$ cat config.mk
export PLATFORM = sky130hd
export DESIGN_NAME = ocu_pair
export DESIGN_NICKNAME = d
export VERILOG_FILES = /design/src/rtl/ocu_pkg.sv /design/src/rtl/ocu_timer.sv /design/src/rtl/ocu_channel.sv /design/src/rtl/ocu_pinmux.sv /design/src/rtl/ocu_pair.sv
export SDC_FILE = /design/constraint.sdc
export NUM_CORES = 1
export LEC_CHECK = 0
export BUFFER_PORTS_ARGS = -buffer_cell sky130_fd_sc_hd__buf_2
export CAP_MARGIN = 20
export CORE_ASPECT_RATIO = 1.2
export CORE_UTILIZATION = 52
export DETAILED_ROUTE_END_ITERATION = 10
export PLACE_DENSITY = 0.75
export SYNTH_ARGS = -nofsm -noshare
export SYNTH_HDL_FRONTEND = slang
export SYNTH_SLANG_ARGS = --single-unit
export TNS_END_PERCENT = 30
$ cat constraint.sdc
create_clock -name clk -period 2.2 [get_ports clk]
set_input_delay 0.33 -clock clk [delete_from_list [all_inputs] [get_ports clk]]
set_output_delay 0.33 -clock clk [all_outputs]
set_load 0.02 [all_outputs]
$ cat src/rtl/ocu_pkg.sv
// Package: register addresses and control-register bit positions shared by
// the output compare unit and its checker.
package ocu_pkg;
    localparam int ADDR_W = 3;
    localparam int NCH    = 2;

    localparam logic [ADDR_W-1:0] A_CTRL = 3'd0;
    localparam logic [ADDR_W-1:0] A_CMP0 = 3'd1;
    localparam logic [ADDR_W-1:0] A_CMP1 = 3'd2;
    localparam logic [ADDR_W-1:0] A_TCTL = 3'd3;
    localparam logic [ADDR_W-1:0] A_TCNT = 3'd4;

    // control register fields (lowest bit of each per-channel pair)
    localparam int B_RUN  = 0;
    localparam int B_IEN  = 2;
    localparam int B_FLAG = 4;
    localparam int B_LVL  = 6;
    localparam int B_LINK = 8;

    // timer control fields
    localparam int T_OVF  = 0;
    localparam int T_CLR  = 1;
    localparam int T_MODE = 2;
    localparam int T_EXT  = 3;
endpackage

$ cat src/rtl/ocu_timer.sv
// Module: shared free-running up-counter.
// Counts every cycle, or on synchronized rising edges of ext_clk when
// ext_sel is set. A software clear has priority over the clear-on-match,
// which has priority over counting. The match test uses the count before
// its increment. Assumes ext_clk is asynchronous and slower than clk / 2.
module ocu_timer #(
    parameter int CNT_W  = 16,
    parameter int SYNC_N = 2
) (
    input  logic             clk,
    input  logic             rst_n,
    input  logic             ext_sel,
    input  logic             ext_clk,
    input  logic             sw_clr,
    input  logic             clr_on_match,
    input  logic [CNT_W-1:0] cmp0,
    output logic [CNT_W-1:0] cnt_q,
    output logic             tick,
    output logic             wrap
);
    localparam logic [CNT_W-1:0] CNT_MAX = {CNT_W{1'b1}};

    logic [SYNC_N:0] ext_sh;
    logic            ext_rise;
    logic            hit_clr;

    // synchronizer chain plus one extra stage for edge detection
    always_ff @(posedge clk) begin
        if (!rst_n) ext_sh <= '0;
        else        ext_sh <= {ext_sh[SYNC_N-1:0], ext_clk};
    end

    assign ext_rise = ext_sh[SYNC_N-1] & ~ext_sh[SYNC_N];
    assign tick     = ext_sel ? ext_rise : 1'b1;
    assign wrap     = tick & (cnt_q == CNT_MAX);
    assign hit_clr  = tick & clr_on_match & (cnt_q == cmp0);

    // count register: software clear, match clear, then increment
    always_ff @(posedge clk) begin
        if (!rst_n)       cnt_q <= '0;
        else if (sw_clr)  cnt_q <= '0;
        else if (hit_clr) cnt_q <= '0;
        else if (tick)    cnt_q <= cnt_q + 1'b1;
    end
endmodule

$ cat src/rtl/ocu_channel.sv
// Module: one compare channel.
// Detects equality on counting cycles while running. It toggles its latch on
// its own match or on a cross-channel toggle request, and sets its interrupt
// flag on its own match. A level load is honoured only while the channel is
// stopped. A flag set has priority over a flag clear in the same cycle.
module ocu_channel #(
    parameter int CNT_W = 16
) (
    input  logic             clk,
    input  logic             rst_n,
    input  logic [CNT_W-1:0] cnt,
    input  logic [CNT_W-1:0] cmp,
    input  logic             tick,
    input  logic             run,
    input  logic             xtoggle,
    input  logic             lvl_we,
    input  logic             lvl_d,
    input  logic             flag_clr,
    output logic             match,
    output logic             latch_q,
    output logic             flag_q
);
    logic toggle;

    assign match  = tick & run & (cnt == cmp);
    assign toggle = match | (run & xtoggle);

    // output latch: load while stopped, otherwise invert on toggle
    always_ff @(posedge clk) begin
        if (!rst_n)                latch_q <= 1'b0;
        else if (lvl_we && !run)   latch_q <= lvl_d;
        else if (toggle)           latch_q <= ~latch_q;
    end

    // interrupt flag: set on match, cleared by a written 0
    always_ff @(posedge clk) begin
        if (!rst_n)        flag_q <= 1'b0;
        else if (match)    flag_q <= 1'b1;
        else if (flag_clr) flag_q <= 1'b0;
    end
endmodule

$ cat src/rtl/ocu_pinmux.sv
// Module: per-pin selection between compare latch and general-purpose data.
// Purely combinational. Assumes NPIN matches the number of channels.
module ocu_pinmux #(
    parameter int NPIN = 2
) (
    input  logic [NPIN-1:0] sel,
    input  logic [NPIN-1:0] latch,
    input  logic [NPIN-1:0] gpio,
    output logic [NPIN-1:0] pin
);
    for (genvar i = 0; i < NPIN; i++) begin : g_pin
        assign pin[i] = sel[i] ? latch[i] : gpio[i];
    end
endmodule

$ cat src/rtl/ocu_pair.sv
// Module: dual-channel output compare unit (top).
// Holds the register file, the shared timer, two compare channels and the
// pin multiplexer. Writes land on the clock edge and reads are combinational.
// Assumes CNT_W >= 9 so the control register fits the data bus.
module ocu_pair
    import ocu_pkg::*;
#(
    parameter int CNT_W  = 16,
    parameter int SYNC_N = 2
) (
    input  logic              clk,
    input  logic              rst_n,
    input  logic [ADDR_W-1:0] bus_addr,
    input  logic              bus_wr,
    input  logic [CNT_W-1:0]  bus_wdata,
    output logic [CNT_W-1:0]  bus_rdata,
    input  logic              ext_clk,
    input  logic [NCH-1:0]    port_sel,
    input  logic [NCH-1:0]    gpio_dout,
    output logic [NCH-1:0]    pin_out,
    output logic              irq
);
    localparam int CTRL_USED = B_LINK + 1;

    logic [NCH-1:0]   run_q, ien_q;
    logic             link_q, tmode_q, ext_sel_q, ovf_q;
    logic [CNT_W-1:0] cmp_q [NCH];
    logic [CNT_W-1:0] tmr_cnt;
    logic             tmr_tick, tmr_wrap;
    logic [NCH-1:0]   ch_match, ch_latch, ch_flag, ch_xtog;
    logic             wr_ctrl, wr_tctl;
    logic             unused_wdata;

    assign wr_ctrl      = bus_wr && (bus_addr == A_CTRL);
    assign wr_tctl      = bus_wr && (bus_addr == A_TCTL);
    assign unused_wdata = &{1'b0, bus_wdata[CNT_W-1:CTRL_USED]};

    // control register: run, interrupt enable and link mode
    always_ff @(posedge clk) begin
        if (!rst_n) begin
            run_q  <= '0;
            ien_q  <= '0;
            link_q <= 1'b0;
        end else if (wr_ctrl) begin
            run_q  <= bus_wdata[B_RUN +: NCH];
            ien_q  <= bus_wdata[B_IEN +: NCH];
            link_q <= bus_wdata[B_LINK];
        end
    end

    // compare value registers
    always_ff @(posedge clk) begin
        if (!rst_n) begin
            cmp_q[0] <= '0;
            cmp_q[1] <= '0;
        end else if (bus_wr && bus_addr == A_CMP0) begin
            cmp_q[0] <= bus_wdata;
        end else if (bus_wr && bus_addr == A_CMP1) begin
            cmp_q[1] <= bus_wdata;
        end
    end

    // timer control: clear-on-match mode and clock source
    always_ff @(posedge clk) begin
        if (!rst_n) begin
            tmode_q   <= 1'b0;
            ext_sel_q <= 1'b0;
        end else if (wr_tctl) begin
            tmode_q   <= bus_wdata[T_MODE];
            ext_sel_q <= bus_wdata[T_EXT];
        end
    end

    // overflow flag: set on wrap, cleared by a written 0
    always_ff @(posedge clk) begin
        if (!rst_n)                           ovf_q <= 1'b0;
        else if (tmr_wrap)                    ovf_q <= 1'b1;
        else if (wr_tctl && !bus_wdata[T_OVF]) ovf_q <= 1'b0;
    end

    ocu_timer #(.CNT_W(CNT_W), .SYNC_N(SYNC_N)) u_timer (
        .clk          (clk),
        .rst_n        (rst_n),
        .ext_sel      (ext_sel_q),
        .ext_clk      (ext_clk),
        .sw_clr       (wr_tctl && bus_wdata[T_CLR]),
        .clr_on_match (tmode_q),
        .cmp0         (cmp_q[0]),
        .cnt_q        (tmr_cnt),
        .tick         (tmr_tick),
        .wrap         (tmr_wrap)
    );

    for (genvar i = 0; i < NCH; i++) begin : g_ch
        if (i == 0) begin : g_first
            assign ch_xtog[i] = 1'b0;
        end else begin : g_linked
            assign ch_xtog[i] = link_q & ch_match[0];
        end

        ocu_channel #(.CNT_W(CNT_W)) u_ch (
            .clk      (clk),
            .rst_n    (rst_n),
            .cnt      (tmr_cnt),
            .cmp      (cmp_q[i]),
            .tick     (tmr_tick),
            .run      (run_q[i]),
            .xtoggle  (ch_xtog[i]),
            .lvl_we   (wr_ctrl),
            .lvl_d    (bus_wdata[B_LVL + i]),
            .flag_clr (wr_ctrl && !bus_wdata[B_FLAG + i]),
            .match    (ch_match[i]),
            .latch_q  (ch_latch[i]),
            .flag_q   (ch_flag[i])
        );
    end

    ocu_pinmux #(.NPIN(NCH)) u_pins (
        .sel   (port_sel),
        .latch (ch_latch),
        .gpio  (gpio_dout),
        .pin   (pin_out)
    );

    assign irq = |(ch_flag & ien_q);

    // read multiplexer
    always_comb begin
        bus_rdata = '0;
        case (bus_addr)
            A_CTRL: bus_rdata[CTRL_USED-1:0] = {link_q, ch_latch, ch_flag, ien_q, run_q};
            A_CMP0: bus_rdata = cmp_q[0];
            A_CMP1: bus_rdata = cmp_q[1];
            A_TCTL: bus_rdata[3:0] = {ext_sel_q, tmode_q, 1'b0, ovf_q};
            A_TCNT: bus_rdata = tmr_cnt;
            default: bus_rdata = '0;
        endcase
    end
endmodule

Word-level counts from Yosys, hierarchy flattened:

Memory sizes are Yosys's and may differ from the RTL's.
Index checks and enable logic that the tools add are counted.

* memory bits (writable): 32
* register bits: 31
* logic and storage cells: 88
* memories: 1
* input bits: 27
* output and inout bits: 19

Memories
* cmp_q: depth 2, width 16, read ports 2, clocked after Yosys merged registers in 0, write ports 2, line ocu_pair.sv:27 `logic [CNT_W-1:0] cmp_q [NCH];`

* $add $sub $neg: 1
* bitwise gates (word level): 18
* reduce and logical (&&, ||, !) cells: 23
* eq/ne operators: 7
* muxes and demuxes: 26

Operators by type and width (count)
* 16-bit equality test: 2
* 16-bit two-way mux: 2
* 1-bit two-way mux: 21
* 7-bit case mux with 3 select lines: 1
* 4-bit case mux with 5 select lines: 1
* 5-bit case mux with 4 select lines: 1
* 16-bit by 1-bit adder with 16-bit output, second input constant: 1
* 16-bit equality test, second input constant: 1
* 1-bit AND: 10
* 1-bit logical AND: 10
* 2-bit nonzero test: 5
* 3-bit by 2-bit equality test with 1-bit output, second input constant: 2
* 1-bit logical NOT: 5
* 1-bit inverter: 4
* 3-bit by 1-bit equality test with 1-bit output, second input constant: 1
* 3-bit equality test, second input constant: 1
* 3-bit logical NOT: 1
* 1-bit bitwise OR: 3
* 3-bit OR reduction: 1
* 2-bit AND: 1
* 2-bit OR reduction: 1

Depth between registers and ports, before layout:

* word-level depth: 10
* mapped depth: 8
* gate-level depth less buffers: 6

Hierarchy:

From an unflattened synthesis, not the netlist that was laid out.

* cells, all modules: 357
* area total of the unflattened synthesis: 3608.5 um^2

By module, submodules not included
* ocu_pair: cells an instance 169, area an instance 1986.9 um^2, times used 1
* ocu_timer: cells an instance 114, area an instance 1001.0 um^2, times used 1
* ocu_channel: cells an instance 36, area an instance 295.3 um^2, times used 2
* ocu_pinmux: cells an instance 2, area an instance 30.0 um^2, times used 1

Least setup slack after synthesis:

OpenSTA, ideal clock, no wires.

* path kind: input-to-reg
* start: input port bus_addr[0]
* end: memory cmp_q[1][0] (netlist: cmp_q[0][16]) (enable)
* cell stages on the path: 3
* data arrival time: 1838 ps
* buffers on the path: 1
* library setup time: 411 ps
* path slack: -49 ps
* cells stage by stage: buf_2 > nand2b_1 > o21ai_0

RTL lines
* start, declared: line ocu_pair.sv:13 `input logic [ADDR_W-1:0] bus_addr,`
* end, declared: line ocu_pair.sv:27

Worst setup path after layout:

* start: register u_timer.cnt_q[3]
* end: register g_ch[1].u_ch.latch_q

* longest elaborated chain between the ends: 6

Ends and longest elaborated chain
* start, declared: line ocu_timer.sv:17 `output logic [CNT_W-1:0] cnt_q,`
* start signal, assigned: line ocu_timer.sv:43 `else if (tick) cnt_q <= cnt_q + 1'b1;`
* 16-bit equality test: line ocu_channel.sv:25 `assign match = tick & run & (cnt == cmp);`
* 1-bit AND: line ocu_channel.sv:25
* 1-bit AND: line ocu_pair.sv:98 `assign ch_xtog[i] = link_q & ch_match[0];`
* 1-bit AND: line ocu_channel.sv:26 `assign toggle = match | (run & xtoggle);`
* 1-bit bitwise OR (*): line ocu_channel.sv:26
* 2-bit nonzero test (no source line) (*)
* end signal, assigned: line ocu_channel.sv:31 `else if (lvl_we && !run) latch_q <= lvl_d;`
* end signal, assigned: line ocu_channel.sv:32 `else if (toggle) latch_q <= ~latch_q;`
* end, declared: line ocu_channel.sv:20 `output logic latch_q,`

Mark *: on every way between the ends. The rest lies on a longest branch, timed or not.
A chain may end at the register's enable or synchronous reset.

==> impl_metrics.env <==
export IMPL_cp_max_fo=7
export IMPL_fin_cells=456
export IMPL_worstRegToRegCells=6
export IMPL_yosys_area_top_type="edfxtp_1"
export IMPL_fp_dieArea_um2=6610
export IMPL_critPathRequiredTime_ps=2450
export IMPL_die_w_um=74.4
export IMPL_synth_ff_type="edfxtp_1"
export IMPL_final_cell_mix="buf_2 (45), nor2_1 (34), edfxtp_1 (32)"
export IMPL_nFillCells=530
export IMPL_dp_slack_ps=75.6
export IMPL_max_slew_margin=0.658
export IMPL_whs_ps=207
export IMPL_fmax_ghz=0.487
export IMPL_cp_end_kind="register"
export IMPL_synth_edf_count=32
export IMPL_rsz0062_at_grt="no"
export IMPL_synth_seq_area_share=0.483
export IMPL_place_congestion=0.961
export IMPL_grt_start_max_net_pins=17
export IMPL_seq_power_share=0.549
export IMPL_min_period_ps=2050
export IMPL_multiInputGateArea_um2=1580
export IMPL_reg2reg_setup_slack_ps=150
export IMPL_synth_nets=349
export IMPL_clkPwrFrac=0.337
export IMPL_ys_warnings_count=0
export IMPL_fin_crit_sh=0.934
export IMPL_synth_top_area_frac=0.294
export IMPL_coreArea_um2=6050
export IMPL_synthesis_area_um2=3270
export IMPL_finalMaxSlewViolations=0
export IMPL_place_area_um2=3590
export IMPL_ir_drop_uv=336
export IMPL_final_common_cell="buf_2"
export IMPL_avgSynthCellArea_um2=10.2
export IMPL_ant_nets=0
export IMPL_grt_pass1_wl_um=12500
export IMPL_setup_ws_ps=146
export IMPL_globalRoute_totalOverflow=0
export IMPL_internal_power_mw=1.81
export IMPL_synth_seq_cells=63
export IMPL_powerDensity_nw_per_um2=649
export IMPL_synth_cells=321
export IMPL_initial_core_util=0.541
export IMPL_synth_area_leaders="edfxtp_1 (29%), dfxtp_1 (19%), xnor2_1 (8.0%), xor2_1 (4.8%), mux2i_1 (4.3%)"
export IMPL_max_cap_viol_count=0
export IMPL_dp_hpwl_um=5760
export IMPL_r2r_end="g_ch[1].u_ch.latch_q"
export IMPL_wl_per_cell_um=17.2
export IMPL_htree_num_levels=3
export IMPL_placed_cells=440
export IMPL_clock_latency_ps=330
export IMPL_drt_pass1_iter_count=4
export IMPL_grt_pass1_vias=2504
export IMPL_port_buffers=45
export IMPL_antenna_cells=0
export IMPL_die_height_um=88.9
export IMPL_cts_buffers_inserted=9
export IMPL_root_buffer="clkbuf_8"
export IMPL_grt_usage=0.263
export IMPL_clockBufferDepth=2
export IMPL_p_leak_nw=1.52
export IMPL_drc=0
export IMPL_p_switching_mw=0.635
export IMPL_outcome="complete, no violations"
export IMPL_setup_viol=0
export IMPL_holdPathEnd="u_timer.ext_sh[0]"
export IMPL_final_nets=397
export IMPL_hp_class="in -> reg"
export IMPL_clock_sinks=63
export IMPL_hold_depth=2
export IMPL_cts_hold_buf=0
export IMPL_vias=2571
export IMPL_cp_data_arrival_time_ps=2300
export IMPL_synth_cell_types=41
export IMPL_fin_tns_setup_ps=0
export IMPL_worstHoldStart="ext_clk"
export IMPL_ys_async_sr_fraction=0
export IMPL_combPwrFrac=0.114
export IMPL_worstReg2RegStart="u_timer.cnt_q[3]"
export IMPL_regArea_um2=1580
export IMPL_path_clk_slew_ps=70
export IMPL_final_area_um2=3760
export IMPL_tritoncts="built"
export IMPL_finalWirelength_um=7830
export IMPL_path_class="reg -> reg"
export IMPL_finClkSkew_ps=6.30
export IMPL_swShare=0.260
export IMPL_area_delta_synth_final_pct=14.9
export IMPL_tightestPinTransition_ps=512
export IMPL_num_io_pins=46
export IMPL_rows=31
export IMPL_first_iter_violations=175
export IMPL_antenna_found_initial=0
export IMPL_cp_start_kind="register"
export IMPL_viasPerCell=5.64
export IMPL_hold_violations=0
export IMPL_drive_gt1_frac=0.225
[Yosys cell counts, types with 5 or more instances]
| cell type | number |
|---|---|
| buf_2 | 5 |
| mux2_2 | 6 |
| nor2_1 | 34 |
| nand2_1 | 19 |
| a22oi_1 | 13 |
| a21oi_1 | 9 |
| and2_1 | 21 |
| and3_1 | 5 |
| edfxtp_1 | 32 |
| clkbuf_1 | 12 |
| mux2i_1 | 14 |
| nand4_1 | 8 |
| xor2_1 | 18 |
| xnor2_1 | 30 |
| o21ai_0 | 17 |
| dfxtp_1 | 31 |
| nand3_1 | 9 |
[power groups by stage]
| stage | registers, mW | clock network [mW] | logic, mW |
|---|---|---|---|
| global route | 1.34 | 0.893 | 0.305 |
| floorplan | 1.35 | 0 | 0.184 |
| detailed placement | 1.36 | 0 | 0.275 |
| finish | 1.34 | 0.822 | 0.279 |
| CTS | 1.34 | 0.829 | 0.277 |
| global placement | 1.36 | 0 | 0.271 |
[layer usage]
metal / vias up / GRT usage / wire [µm]
met2: 109 / 0.424 / 3890
met3: 18 / 0.0496 / 517
met1: 1214 / 0.331 / 3240
met5: - / 0 / 0
met4: 0 / 0.144 / 184
li1: 1230 / - / -
[stage by stage]
step / util / total power [mW]
3_3_place_gp: 0.594 / 1.63
4_1_cts: 0.620 / 2.45
3_5_place_dp: 0.594 / 1.64
5_1_grt: 0.621 / 2.54
6_report: 0.621 / 2.44
2_1_floorplan: - / 1.53
[logic make-up after synthesis]
| group | share of synthesized area |
|---|---|
| AOI/OAI and AO/OA | 0.109 |
| xor gates and xnor gates | 0.128 |
| adders and majority gates | 0.00382 |
| buffers and inverters | 0.0379 |
| DFF | 0.483 |
| muxes | 0.0635 |
| and+or+nand+nor | 0.174 |
[final cells by class]
| cell class | count | area share |
|---|---|---|
| Clock buffer | 11 | 0.0350 |
| Clock inverter | 5 | 0.00666 |
| Inverter | 3 | 0.00300 |
| Multi-Input combinational cell | 233 | 0.419 |
| Sequential cell | 63 | 0.421 |
| Tap cell | 82 | 0.0273 |
| Timing Repair Buffer | 59 | 0.0879 |
[critical path: stages (launching register included)]
cell and delay (ps):
dfxtp_1 500, xor2_1 110, a2111oi_1 520, nand3_1 230, nor4_4 270, a311oi_1 100, a311oi_2 240
[repair_timing]
item,4_1_cts,5_1_grt
endpoints found under the hold margin,0,0
setup endpoints to repair,0,1
buffers inserted,0,0
resized for setup,0,2
[sequential cells by signal (all words and copies together) (netlist names)]
| signal | count |
|---|---|
| cmp_q | 32 |
| u_timer.cnt_q | 16 |
| u_timer.ext_sh | 3 |
| g_ch.u_ch.flag_q | 2 |
| g_ch.u_ch.latch_q | 2 |
| ien_q | 2 |
| run_q | 2 |
| ext_sel_q | 1 |
| link_q | 1 |
| ovf_q | 1 |
| tmode_q | 1 |
[worst max path at each step]
stage,to,from,cells after the start
global route,g_ch[1].u_ch.latch_q,u_timer.cnt_q[3],6
floorplan,cmp_q[0][0],bus_addr[1],3
global placement,g_ch[1].u_ch.latch_q,u_timer.cnt_q[3],6
finish,g_ch[1].u_ch.latch_q,u_timer.cnt_q[3],6
CTS,g_ch[1].u_ch.latch_q,u_timer.cnt_q[3],6
detailed placement,g_ch[1].u_ch.latch_q,u_timer.cnt_q[3],6
Power figures use the tool's default switching activity.
